[config.mk]
export PLATFORM = sky130hd
export DESIGN_NAME = tx_frame_assembler
export DESIGN_NICKNAME = d
export VERILOG_FILES = /design/src/rtl/tfa_pkg.sv /design/src/rtl/tfa_crc16.sv /design/src/rtl/tfa_payload_ram.sv /design/src/rtl/tfa_stream_feed.sv /design/src/rtl/tx_frame_assembler.sv
export SDC_FILE = /design/constraint.sdc
export NUM_CORES = 1
export LEC_CHECK = 0
export BUFFER_PORTS_ARGS = -buffer_cell sky130_fd_sc_hd__buf_2
export CAP_MARGIN = 10
export CORE_ASPECT_RATIO = 1.2
export CORE_UTILIZATION = 63
export DETAILED_ROUTE_END_ITERATION = 12
export PLACE_DENSITY = 0.77
export REMOVE_ABC_BUFFERS = 1
export SYNTH_ARGS = -nofsm -noshare
export SYNTH_HDL_FRONTEND = slang
export SYNTH_SLANG_ARGS = --single-unit
[constraint.sdc]
create_clock -name clk -period 8.8 [get_ports clk]
set_input_delay 0.88 -clock clk [delete_from_list [all_inputs] [get_ports clk]]
set_output_delay 0.88 -clock clk [all_outputs]
set_load 0.01 [all_outputs]
[src/rtl/tfa_pkg.sv]
package tfa_pkg;

    localparam int          PREAMBLE_LEN  = 4;
    localparam logic [7:0]  PREAMBLE_BYTE = 8'h00;
    localparam logic [7:0]  SOF_BYTE      = 8'hA7;
    localparam int          FCS_LEN       = 2;
    localparam logic [15:0] CRC_POLY_REFL = 16'h8408;

    typedef enum logic [2:0] {
        ST_IDLE,
        ST_PRE,
        ST_SOF,
        ST_LEN,
        ST_PAY,
        ST_FCS_LO,
        ST_FCS_HI
    } tx_state_e;

    // one byte of the reflected CRC-16, bit 0 first
    function automatic logic [15:0] crc16_step(input logic [15:0] c, input logic [7:0] b);
        logic [15:0] r;
        r = c;
        for (int i = 0; i < 8; i++) begin
            if (r[0] ^ b[i]) r = (r >> 1) ^ CRC_POLY_REFL;
            else             r = r >> 1;
        end
        return r;
    endfunction

endpackage

[src/rtl/tfa_crc16.sv]
module tfa_crc16 (
    input  logic        clk,
    input  logic        rst,
    input  logic        clr,
    input  logic        upd,
    input  logic [7:0]  din,
    output logic [15:0] crc
);
    import tfa_pkg::*;

    always_ff @(posedge clk) begin
        if (rst || clr) crc <= '0;
        else if (upd)   crc <= crc16_step(crc, din);
    end

    // the value only moves on a payload byte
    p_crc_hold_r3: assert property (@(posedge clk) disable iff (rst)
        (!clr && !upd) |=> $stable(crc));

endmodule

[src/rtl/tfa_payload_ram.sv]
module tfa_payload_ram #(
    parameter int DEPTH = 125,
    parameter int AW    = 7
) (
    input  logic          clk,
    input  logic          we,
    input  logic [AW-1:0] waddr,
    input  logic [7:0]    wdata,
    input  logic [AW-1:0] raddr,
    output logic [7:0]    rdata
);
    logic [7:0] mem [DEPTH];

    always_ff @(posedge clk) begin
        if (we && int'(waddr) < DEPTH) mem[waddr] <= wdata;
    end

    assign rdata = (int'(raddr) < DEPTH) ? mem[raddr] : 8'h00;

endmodule

[src/rtl/tfa_stream_feed.sv]
module tfa_stream_feed #(
    parameter int CW      = 7,
    parameter int TIMEOUT = 32,
    localparam int TMR_W  = $clog2(TIMEOUT + 1)
) (
    input  logic          clk,
    input  logic          rst,
    input  logic          begin_i,
    input  logic [CW-1:0] nwords_i,
    input  logic          word_valid_i,
    input  logic [15:0]   word_data_i,
    input  logic          take_i,
    input  logic          last_i,
    output logic          have_o,
    output logic [7:0]    byte_o,
    output logic          req_o,
    output logic          timeout_o
);
    logic [15:0]      wreg_q;
    logic             half_q;
    logic             waiting_q;
    logic [CW-1:0]    left_q;
    logic [TMR_W-1:0] tmr_q;

    assign byte_o    = half_q ? wreg_q[15:8] : wreg_q[7:0];
    assign timeout_o = waiting_q && !word_valid_i && (tmr_q == TMR_W'(TIMEOUT - 1));

    always_ff @(posedge clk) begin
        if (rst) begin
            wreg_q    <= '0;
            half_q    <= 1'b0;
            waiting_q <= 1'b0;
            have_o    <= 1'b0;
            left_q    <= '0;
            tmr_q     <= '0;
            req_o     <= 1'b0;
        end else begin
            req_o <= 1'b0;
            if (begin_i) begin
                waiting_q <= 1'b1;
                req_o     <= 1'b1;
                tmr_q     <= '0;
                have_o    <= 1'b0;
                half_q    <= 1'b0;
                left_q    <= nwords_i - 1'b1;
            end else if (timeout_o) begin
                waiting_q <= 1'b0;
                have_o    <= 1'b0;
                left_q    <= '0;
            end else if (waiting_q) begin
                if (word_valid_i) begin
                    wreg_q    <= word_data_i;
                    have_o    <= 1'b1;
                    half_q    <= 1'b0;
                    waiting_q <= 1'b0;
                end else begin
                    tmr_q <= tmr_q + 1'b1;
                end
            end else if (take_i) begin
                if (!half_q && !last_i) begin
                    half_q <= 1'b1;
                end else begin
                    have_o <= 1'b0;
                    if (left_q != '0) begin
                        left_q    <= left_q - 1'b1;
                        waiting_q <= 1'b1;
                        req_o     <= 1'b1;
                        tmr_q     <= '0;
                    end
                end
            end
        end
    end

    // each request is a single-cycle pulse
    p_req_pulse_r5: assert property (@(posedge clk) disable iff (rst)
        req_o |=> !req_o);
    // a word is only captured while a request is outstanding
    p_word_ignored_r10: assert property (@(posedge clk) disable iff (rst)
        !waiting_q |=> $stable(wreg_q));
    // a missed deadline leaves nothing buffered and nothing requested
    p_timeout_clears_r6: assert property (@(posedge clk) disable iff (rst)
        timeout_o |=> (!have_o && !req_o));

endmodule

[src/rtl/tx_frame_assembler.sv]
module tx_frame_assembler #(
    parameter int  MAX_LEN      = 125,
    parameter int  WORD_TIMEOUT = 32,
    localparam int LEN_W        = $clog2(MAX_LEN + 1)
) (
    input  logic             clk,
    input  logic             rst,
    input  logic             mode_stream,
    input  logic             start,
    input  logic [LEN_W-1:0] frame_len,
    input  logic             buf_we,
    input  logic [LEN_W-1:0] buf_addr,
    input  logic [7:0]       buf_wdata,
    input  logic             word_valid,
    input  logic [15:0]      word_data,
    output logic [7:0]       out_data,
    output logic             out_valid,
    input  logic             out_ready,
    output logic             irq,
    output logic             busy,
    output logic             len_err,
    output logic             underrun
);
    import tfa_pkg::*;

    tx_state_e        state_q;
    logic [LEN_W-1:0] len_q;
    logic [LEN_W-1:0] idx_q;
    logic             mode_q;
    logic             done_irq_q;

    logic             len_ok, accept, fire, last_pay;
    logic [7:0]       ram_byte, feed_byte;
    logic             feed_have, feed_req, feed_timeout;
    logic [15:0]      crc;
    logic [LEN_W-1:0] nwords;

    assign len_ok   = (frame_len != '0) && (int'(frame_len) <= MAX_LEN);
    assign accept   = start && (state_q == ST_IDLE) && len_ok;
    assign last_pay = (idx_q == len_q - 1'b1);
    assign busy     = (state_q != ST_IDLE);
    assign fire     = out_valid && out_ready;
    assign irq      = done_irq_q | feed_req;
    assign nwords   = (frame_len >> 1) + {{(LEN_W-1){1'b0}}, frame_len[0]};

    always_comb begin
        out_valid = (state_q != ST_IDLE);
        out_data  = PREAMBLE_BYTE;
        unique case (state_q)
            ST_PRE:    out_data = PREAMBLE_BYTE;
            ST_SOF:    out_data = SOF_BYTE;
            ST_LEN:    out_data = 8'(len_q) + 8'(FCS_LEN);
            ST_PAY: begin
                out_data = mode_q ? feed_byte : ram_byte;
                if (mode_q) out_valid = feed_have;
            end
            ST_FCS_LO: out_data = crc[7:0];
            ST_FCS_HI: out_data = crc[15:8];
            default:   out_data = PREAMBLE_BYTE;
        endcase
    end

    always_ff @(posedge clk) begin
        if (rst) begin
            state_q    <= ST_IDLE;
            len_q      <= '0;
            idx_q      <= '0;
            mode_q     <= 1'b0;
            done_irq_q <= 1'b0;
            len_err    <= 1'b0;
            underrun   <= 1'b0;
        end else begin
            done_irq_q <= 1'b0;
            len_err    <= start && (state_q == ST_IDLE) && !len_ok;
            if (accept) begin
                state_q  <= ST_PRE;
                idx_q    <= '0;
                len_q    <= frame_len;
                mode_q   <= mode_stream;
                underrun <= 1'b0;
            end else if (feed_timeout) begin
                state_q  <= ST_IDLE;
                underrun <= 1'b1;
            end else if (fire) begin
                unique case (state_q)
                    ST_PRE: begin
                        if (idx_q == LEN_W'(PREAMBLE_LEN - 1)) begin
                            state_q <= ST_SOF;
                            idx_q   <= '0;
                        end else begin
                            idx_q <= idx_q + 1'b1;
                        end
                    end
                    ST_SOF: state_q <= ST_LEN;
                    ST_LEN: state_q <= ST_PAY;
                    ST_PAY: begin
                        if (last_pay) state_q <= ST_FCS_LO;
                        else          idx_q   <= idx_q + 1'b1;
                    end
                    ST_FCS_LO: state_q <= ST_FCS_HI;
                    ST_FCS_HI: begin
                        state_q    <= ST_IDLE;
                        done_irq_q <= !mode_q;
                    end
                    default: state_q <= ST_IDLE;
                endcase
            end
        end
    end

    tfa_payload_ram #(.DEPTH(MAX_LEN), .AW(LEN_W)) u_ram (
        .clk   (clk),
        .we    (buf_we),
        .waddr (buf_addr),
        .wdata (buf_wdata),
        .raddr (idx_q),
        .rdata (ram_byte)
    );

    tfa_stream_feed #(.CW(LEN_W), .TIMEOUT(WORD_TIMEOUT)) u_feed (
        .clk          (clk),
        .rst          (rst),
        .begin_i      (accept && mode_stream),
        .nwords_i     (nwords),
        .word_valid_i (word_valid),
        .word_data_i  (word_data),
        .take_i       (fire && (state_q == ST_PAY) && mode_q),
        .last_i       (last_pay),
        .have_o       (feed_have),
        .byte_o       (feed_byte),
        .req_o        (feed_req),
        .timeout_o    (feed_timeout)
    );

    tfa_crc16 u_crc (
        .clk (clk),
        .rst (rst),
        .clr (accept),
        .upd (fire && (state_q == ST_PAY)),
        .din (out_data),
        .crc (crc)
    );

    // a stalled byte holds unless the frame is aborted
    p_stall_hold_r8: assert property (@(posedge clk) disable iff (rst)
        (out_valid && !out_ready) |=> ((out_valid && $stable(out_data)) || $rose(underrun)));
    // an out-of-range length is refused and nothing starts
    p_reject_r2: assert property (@(posedge clk) disable iff (rst)
        (start && !busy && !len_ok) |=> (len_err && !busy));
    // a request during a frame changes nothing
    p_busy_ignore_r7: assert property (@(posedge clk) disable iff (rst)
        (start && busy) |=> ($stable(len_q) && !len_err));
    // buffered frames end with the interrupt and busy released together
    p_done_irq_r4: assert property (@(posedge clk) disable iff (rst)
        (fire && state_q == ST_FCS_HI && !mode_q) |=> (irq && !busy));
    // the underrun flag is sticky until a new accepted start
    p_urun_sticky_r6: assert property (@(posedge clk) disable iff (rst)
        (underrun && !accept) |=> underrun);
    // busy only drops after the last byte or on an abort
    p_busy_end_r9: assert property (@(posedge clk) disable iff (rst)
        $fell(busy) |-> ($past(state_q == ST_FCS_HI) || $rose(underrun)));

endmodule

==> results of run 1 <==
==> per-stage QoR <==
stage                     hold slack [ns]  cell area [µm²]  power (W)  utilization (%)  setup TNS (ns)
after floorplan                     0.427            42900    0.00587                -          -71.62
after global placement              0.441            44700    0.00599             65.1               0
after detailed placement            0.446            44700    0.00601             65.1               0
after CTS                           0.420            47900     0.0102             69.9               0
after global routing                0.453            47900     0.0104             69.9               0
final                               0.447            47900     0.0102             69.9               0
==> logic make-up (layout without fill, tap and decap cells) <==
family | after synthesis | in the layout
flip-flops | 1077 | 1077
AND/OR/NAND/NOR | 522 | 522
multiplexers | 329 | 329
AO/OA/AOI/OAI | 294 | 294
buffers and inverters | 160 | 308
XOR/XNOR | 41 | 41
adder cells (fa/ha/maj) | 11 | 11
==> cell type report <==
cell class,instances,area [µm²]
flip-flops and latches,1077,31600
clock buffers,132,2770
repair buffers,89,593
fillers,4144,20700
well taps,909,1140
inverters,31,116
clock inverters,56,485
multi-input cells,1197,11200
==> critical path: cells and delay by family (launching register included) <==
family / cells / cell delay (ns)
flip-flops: 1 / 0.32
AND/OR/NAND/NOR: 2 / 1.34
AO/OA/AOI/OAI: 4 / 1.23
buffers and inverters: 3 / 0.96
==> final timing paths <==
kind / startpoint / endpoint / slack, ns / cells past startpoint
max: flop / out_data[7] / 3.38 / 9
min: start / len_err / 0.45 / 3
max reg2reg: flop / u_crc.crc[10] / 4.18 / 11
min reg2reg: u_feed.wreg_q[4] / u_feed.wreg_q[4] / 0.46 / 2
==> Yosys cell counts, types with 7 or more instances <==
library cell,n,area [µm²]
buf_2,21,105
a22oi_1,37,278
or3_1,13,81.3
nor4_1,9,56.3
nand2_1,137,514
o221ai_1,10,87.6
ha_1,11,138
o22ai_1,29,181
a31oi_1,14,87.6
nand3_1,30,150
and2_1,11,68.8
buf_4,31,233
o21ai_0,26,130
and3_1,12,75.1
a221oi_1,10,87.6
mux2_2,26,293
xor2_1,16,140
a22o_1,8,70.1
mux2i_1,80,801
nand4_1,12,75.1
a21oi_1,70,350
xnor2_1,15,131
mux4_2,221,4980
o211ai_1,12,90.1
nor2b_1,31,194
dfxtp_1,77,1540
buf_6,9,101
inv_1,29,109
edfxtp_1,1000,30000
nor3_1,19,95.1
clkbuf_1,52,195
nand2b_1,18,113
a211oi_1,19,143
or2_2,7,43.8
nor2_1,198,743
xnor3_1,8,180
==> flip-flops by register name, indices dropped and copies added, names as in the netlist, named ones only <==
| name | cells |
|---|---|
| u_ram.mem | 1000 |
| u_crc.crc | 16 |
| u_feed.wreg_q | 16 |
| idx_q | 7 |
| len_q | 7 |
| u_feed.left_q | 7 |
| u_feed.tmr_q | 6 |
| state_q | 3 |
| done_irq_q | 1 |
| len_err | 1 |
| mode_q | 1 |
| u_feed.half_q | 1 |
| u_feed.have_o | 1 |
| u_feed.req_o | 1 |
| u_feed.waiting_q | 1 |
| underrun | 1 |
==> layout by cell type (no fill, tap or decap), types with 31 or more instances in the layout <==
master        n
edfxtp_1   1000
mux4_2      221
nor2_1      197
nand2_1     137
clkbuf_16   104
mux2i_1      80
dfxtp_1      72
a21oi_1      70
buf_2        50
a22oi_1      37
buf_4        35
nor2b_1      31
==> power by group through the flow <==
stage	clock, W	combinational (W)	sequential, W
floorplan	0	0.000125	0.00575
global placement	0	0.000252	0.00574
detailed placement	0	0.000266	0.00574
CTS	0.00433	0.000267	0.00563
global route	0.00452	0.000285	0.00563
finish	0.00431	0.000270	0.00563
==> per-layer routing <==
| metal | track usage (%) | part of all wire, % | up-vias |
|---|---|---|---|
| li1 | - | - | 9910 |
| met1 | 43.5 | 36 | 12400 |
| met2 | 50.3 | 48 | 1735 |
| met3 | 6.95 | 11 | 320 |
| met4 | 14.7 | 4.8 | 10 |
| met5 | 0 | 0.057 | - |
==> metrics.yaml, run 1 <==
status:
  outcome: "complete, no violations"
pwr:
  peakVddDrop_mv: 0.176
  pwr-share-comb_pct: 2.6
  swShare_pct: 20.6
  clkPwrFrac_pct: 42.2
  leakage_nw: 14.7
  p_switching_w: 0.00210
  power_density_nw_per_um2: 213
  seqPwrFrac_pct: 55.1
  internal_power_w: 0.00812
flow_run:
  max-cap-violations: 0
worst_setup_path:
  crit_slowest_cell: "nor2b_1"
  critPathKind: "flop to primary output"
  crit_chain: "buf_4 -> buf_4 -> nor2b_1 -> nand3_1 -> a22oi_1 -> o211ai_1 -> o41ai_1 -> a221o_1 -> buf_2"
  start_kind: "flop"
  crit_path_frequent_cell: "buf_4"
  slowest_delay_ns: 1.05
  path_max_fanout: 29
  crit_path_end_kind: "primary output"
  arrival_ns: 4.54
  crit_required_ns: 7.92
clock_tree:
  cts_max_level: 3
  clkSlewWorstSetupHoldPaths_ns: 0.06
  cts_buffers: 100
  cts_hold_buf: 0
  clock_path_buffers: 3
  tritoncts: "done"
  ctsResizeCount: 0
  cts_sinks: 1077
  postCtsSetupRepairBufs: 0
  cts_root_buffer: "clkbuf_16"
  clock_latency_ns: 0.67
floorplan:
  core_area_um2: 68600
  num_rows: 105
  initial_core_util_pct: 63.8
  die_w_um: 243
  dieArea_um2: 70500
  die_h_um: 291
  io_pins: 58
logic_synthesis:
  yosysSeqAreaShare_pct: 72.2
  ys.flop_type: "edfxtp_1"
  ys_seq_elements: 1077
  syn_area_um2: 43800
  synthXorXnorAreaFrac_pct: 1.15
  synth_top_family_by_area: "multiplexers"
  synth_mux_area_share_pct: 14.0
  synth_edf_count: 1000
  synth-simple-area-share_pct: 5.54
  synth_cells: 2434
  yosysWarnings: 0
  synth_cell_types: 85
  synthAdderAreaFrac_pct: 0.315
  synth_compound_area_share_pct: 4.66
  synth-async-reset-ratio_pct: 0
  avgSynthCellArea_um2: 18.0
cells_and_area:
  n_antenna_cell: 0
  final_cells: 3491
  fin_nets: 2552
  drive_above_1_share_pct: 20.0
  area_delta_synth_final_pct: 9.54
grt:
  grt_first_pass_wirelength_um: 163000
  antenna_found_initial: 5
  grt_max_degree: 120
  grt_pass1_vias: 24100
  track_usage_pct: 32.0
  overflow: 0
place:
  port_buffers: 57
  place_congestion: 0.977
  pre_cts_ws_ns: 4.24
  hpwl_um: 67300
  dp.cells: 3303
detailed_routing:
  dr.pass1.iters: 8
  dr.first_iter.drc_count: 3654
  drc: 0
  routed_wl_um: 111000
  wl_per_cell_um: 31.9
  vias: 24400
  antenna_left: 0
  via_per_inst: 6.98
timing:
  relSlewSlack_pct: 12.8
  hold_viol: 0
  post-route-period-util_pct: 61.6
  setup_viol: 0
  slew_violations: 0
  rsz0062_at_grt: "no"
  min_period_ns: 5.42
  worst_slew_pin_slew_ns: 1.31
  clock.fmax_ghz: 0.184
  fin_skew_ns: 0.0195
  layout_setup_ws_ns: 3.38
worst_hold_path:
  min_path_type: "primary input to flop"
(Power assumes the default switching activity.)
==> run 2, diff against run 1 <==
--- a/config.mk
+++ b/config.mk
@@ -8,9 +8,9 @@
 export BUFFER_PORTS_ARGS = -buffer_cell sky130_fd_sc_hd__buf_2
 export CAP_MARGIN = 10
 export CORE_ASPECT_RATIO = 1.2
-export CORE_UTILIZATION = 63
+export CORE_UTILIZATION = 57
 export DETAILED_ROUTE_END_ITERATION = 12
-export PLACE_DENSITY = 0.77
+export PLACE_DENSITY = 0.73
 export REMOVE_ABC_BUFFERS = 1
 export SYNTH_ARGS = -nofsm -noshare
 export SYNTH_HDL_FRONTEND = slang
==> constraint.sdc (replaced) <==
create_clock -name clk -period 4.7 [get_ports clk]
set_input_delay 0.47 -clock clk [delete_from_list [all_inputs] [get_ports clk]]
set_output_delay 0.47 -clock clk [all_outputs]
set_load 0.01 [all_outputs]
==> run 2 against run 1 <==
Effect of this change: count of clock-buffer cells in the layout shrank 12; first-iteration DRC count decreased by 13%; via count increased by 0.90%; non-clock buffer count up 80; sequential cell count is the same; register-to-register slack got worse by 3.7 ns; design area is 1.8% higher; routed wire length rose by 4.4%; worst setup slack lost 3.3 ns; core utilization down 5.2 points; die area grew 10%; hold slack got worse by 0.41 ns; critical endpoint is now out_data[0]; highest routed layer is now met4.
==> metrics.yaml, run 2 (synthesis results as in run 1) <==
status:
  outcome: "complete, no violations"
cells_and_area:
  final_core_util_pct: 64.7  # -5.2 points
  largest_reg_flops: 1000  # unchanged
  fin_nets: 2632  # +3.1%
  layout_commonest_cell: "edfxtp_1"
  n_antenna_cell: 0  # unchanged
  area_delta_synth_final_pct: 11.5
  layout_common_cells: "1000 x edfxtp_1, 221 x mux4_2, 196 x nor2_1"
  top_regs: "u_ram.mem: 1000 flops, u_crc.crc: 16 flops, u_feed.wreg_q: 16 flops"
  drive_above_1_share_pct: 22.7  # +2.7 points
  regMostFlops: "u_ram.mem"
clock_tree:
  tritoncts: "done"
  clock_path_buffers: 3  # unchanged
  clkSlewWorstSetupHoldPaths_ns: 0.07  # about the same
  cts_hold_buf: 0  # unchanged
  cts_sinks: 1077  # unchanged
  cts_buffers: 100  # unchanged
  clock_latency_ns: 0.67  # about the same
  cts_max_level: 3  # unchanged
  cts_root_buffer: "clkbuf_16"
worst_setup_path:
  crit_path_end_kind: "primary output"
  path_max_fanout: 33  # +14%
  start_kind: "flop"
  slowest_delay_ns: 0.84  # -0.21 ns
  crit_required_ns: 4.23  # -3.69 ns
  cp_num_buf_inv: 3  # unchanged
  crit_slowest_cell: "dfxtp_4"
  arrival_ns: 4.13  # -0.41 ns
  critPathKind: "flop to primary output"
  path_delay_family: "simple AND/OR/NAND/NOR gates"
  crit_chain: "buf_12 -> buf_4 -> mux4_2 -> nand2_1 -> a32o_1 -> nor4_1 -> o21ai_0 -> nor2_1 -> buf_2"
grt:
  antenna_found_initial: 0  # -5
  overflow: 0  # unchanged
  grt_pass1_vias: 24400  # +1.2%
  track_usage_pct: 30.3  # -1.7 points
  grt_first_pass_wirelength_um: 168000  # +3.0%
  grt_max_degree: 96  # -20%
timing:
  fin_skew_ns: 0.0186  # -0.000915 ns
  hold_viol: 0  # unchanged
  relSlewSlack_pct: 21.2  # +8.4 points
  clock.fmax_ghz: 0.217
  rsz0062_at_grt: "no"
  post-route-period-util_pct: 97.9
  fin_tns_setup_ns: 0  # unchanged
  min_period_ns: 4.60
  setup_viol: 0  # unchanged
  worst_slew_pin_slew_ns: 1.18  # -0.123 ns
  slew_violations: 0  # unchanged
worst_hold_path:
  min_path_type: "primary input to flop"
place:
  port_buffers: 57  # unchanged
  place_congestion: 0.975  # -0.18%
  hpwl_um: 74900  # +11%
detailed_routing:
  antenna_left: 0  # unchanged
  dr.first_iter.drc_count: 3169  # -13%
  vias: 24600  # +0.90%
  via_per_inst: 6.70  # -3.9%
  wl_per_cell_um: 31.8  # -0.58%
  dr.pass1.iters: 6  # -2
  drc: 0  # unchanged
  routed_wl_um: 116000  # +4.4%
floorplan:
  core_area_um2: 75400  # +10%
  io_pins: 58  # unchanged
  die_w_um: 255  # +5.1%
  dieArea_um2: 77900  # +10%
  num_rows: 110  # +4.8%
  die_h_um: 305  # +5.1%
  initial_core_util_pct: 58.0  # -5.8 points
pwr:
  peakVddDrop_mv: 0.287  # +63%
  power_density_nw_per_um2: 396  # +86%
  leakage_nw: 15.1  # +3.1%
flow_run:
  max-cap-violations: 0  # unchanged
-- run 2: changes by cell type in the layout (fill, tap and decap cells not counted), moves of 3 or more --
cell / change
buf_4: +75
clkbuf_8: -6
bufinv_16: +6
buf_12: +6
inv_6: +4
clkbuf_16: -3
clkinv_1: -4
clkinv_2: +3
-- run 2: routing by layer --
layer / vias up / part of all wire [%] / GRT usage [%]
met4: 0 / 5.9 / 16.3
met3: 306 / 10 / 6.06
li1: 10100 / - / -
met5: - / 0 / 0
met1: 12600 / 37 / 40.7
met2: 1582 / 47 / 47.0
-- run 2: layout make-up --
class / count / area, µm²
repair buffers: 169 / 1270
well taps: 1008 / 1260
fillers: 5067 / 26700
multi-input cells: 1197 / 11300
clock buffers: 120 / 2600
inverters: 31 / 116
clock inverters: 63 / 684
flip-flops and latches: 1077 / 31600
-- run 2: report_power, final --
part | internal, W | switching [W]
clock | 0.00468 | 0.00354
sequential | 0.0105 | 0.0000369
combinational | 0.000152 | 0.000379
total | 0.0153 | 0.00395
-- run 2: repair_timing --
action,4_1_cts,5_1_grt
gates resized for setup,2,0
endpoints found under the setup margin,3,0
setup buffers,1,0
hold endpoints to repair,0,0
-- run 2: worst reg2reg max path: stages (launching register included) --
cell,delay (ns)
dfxtp_4,0.84
buf_12,0.29
buf_4,0.28
mux4_2,0.25
nand2_1,0.18
a32o_1,0.41
nor4_1,0.55
o21ai_0,0.24
or3_1,0.39
a211oi_1,0.33
nand2b_1,0.24
a211oi_1,0.09
-- run 2: final timing paths --
kind | startpoint | end | slack, ns | cells past startpoint
worst min-delay path | start | len_err | 0.04 | 3
worst max register to register | flop | u_crc.crc[12] | 0.47 | 11
worst min register to register | u_feed.wreg_q[1] | u_feed.wreg_q[1] | 0.46 | 2
worst max-delay path | flop | out_data[0] | 0.1 | 9
-- run 2: through the flow --
stage	setup WS, ns	hold slack, ns	cell area [µm²]	total power (W)	cells
floorplan	-7.40	0.427	42900	0.0110	2305
global placement	0.197	0.443	45500	0.0112	3481
detailed placement	0.263	0.454	45500	0.0113	3481
CTS	0.139	0.0173	48800	0.0193	3665
global route	0.0544	0.0362	48800	0.0197	3665
finish	0.0986	0.0415	48800	0.0193	3665
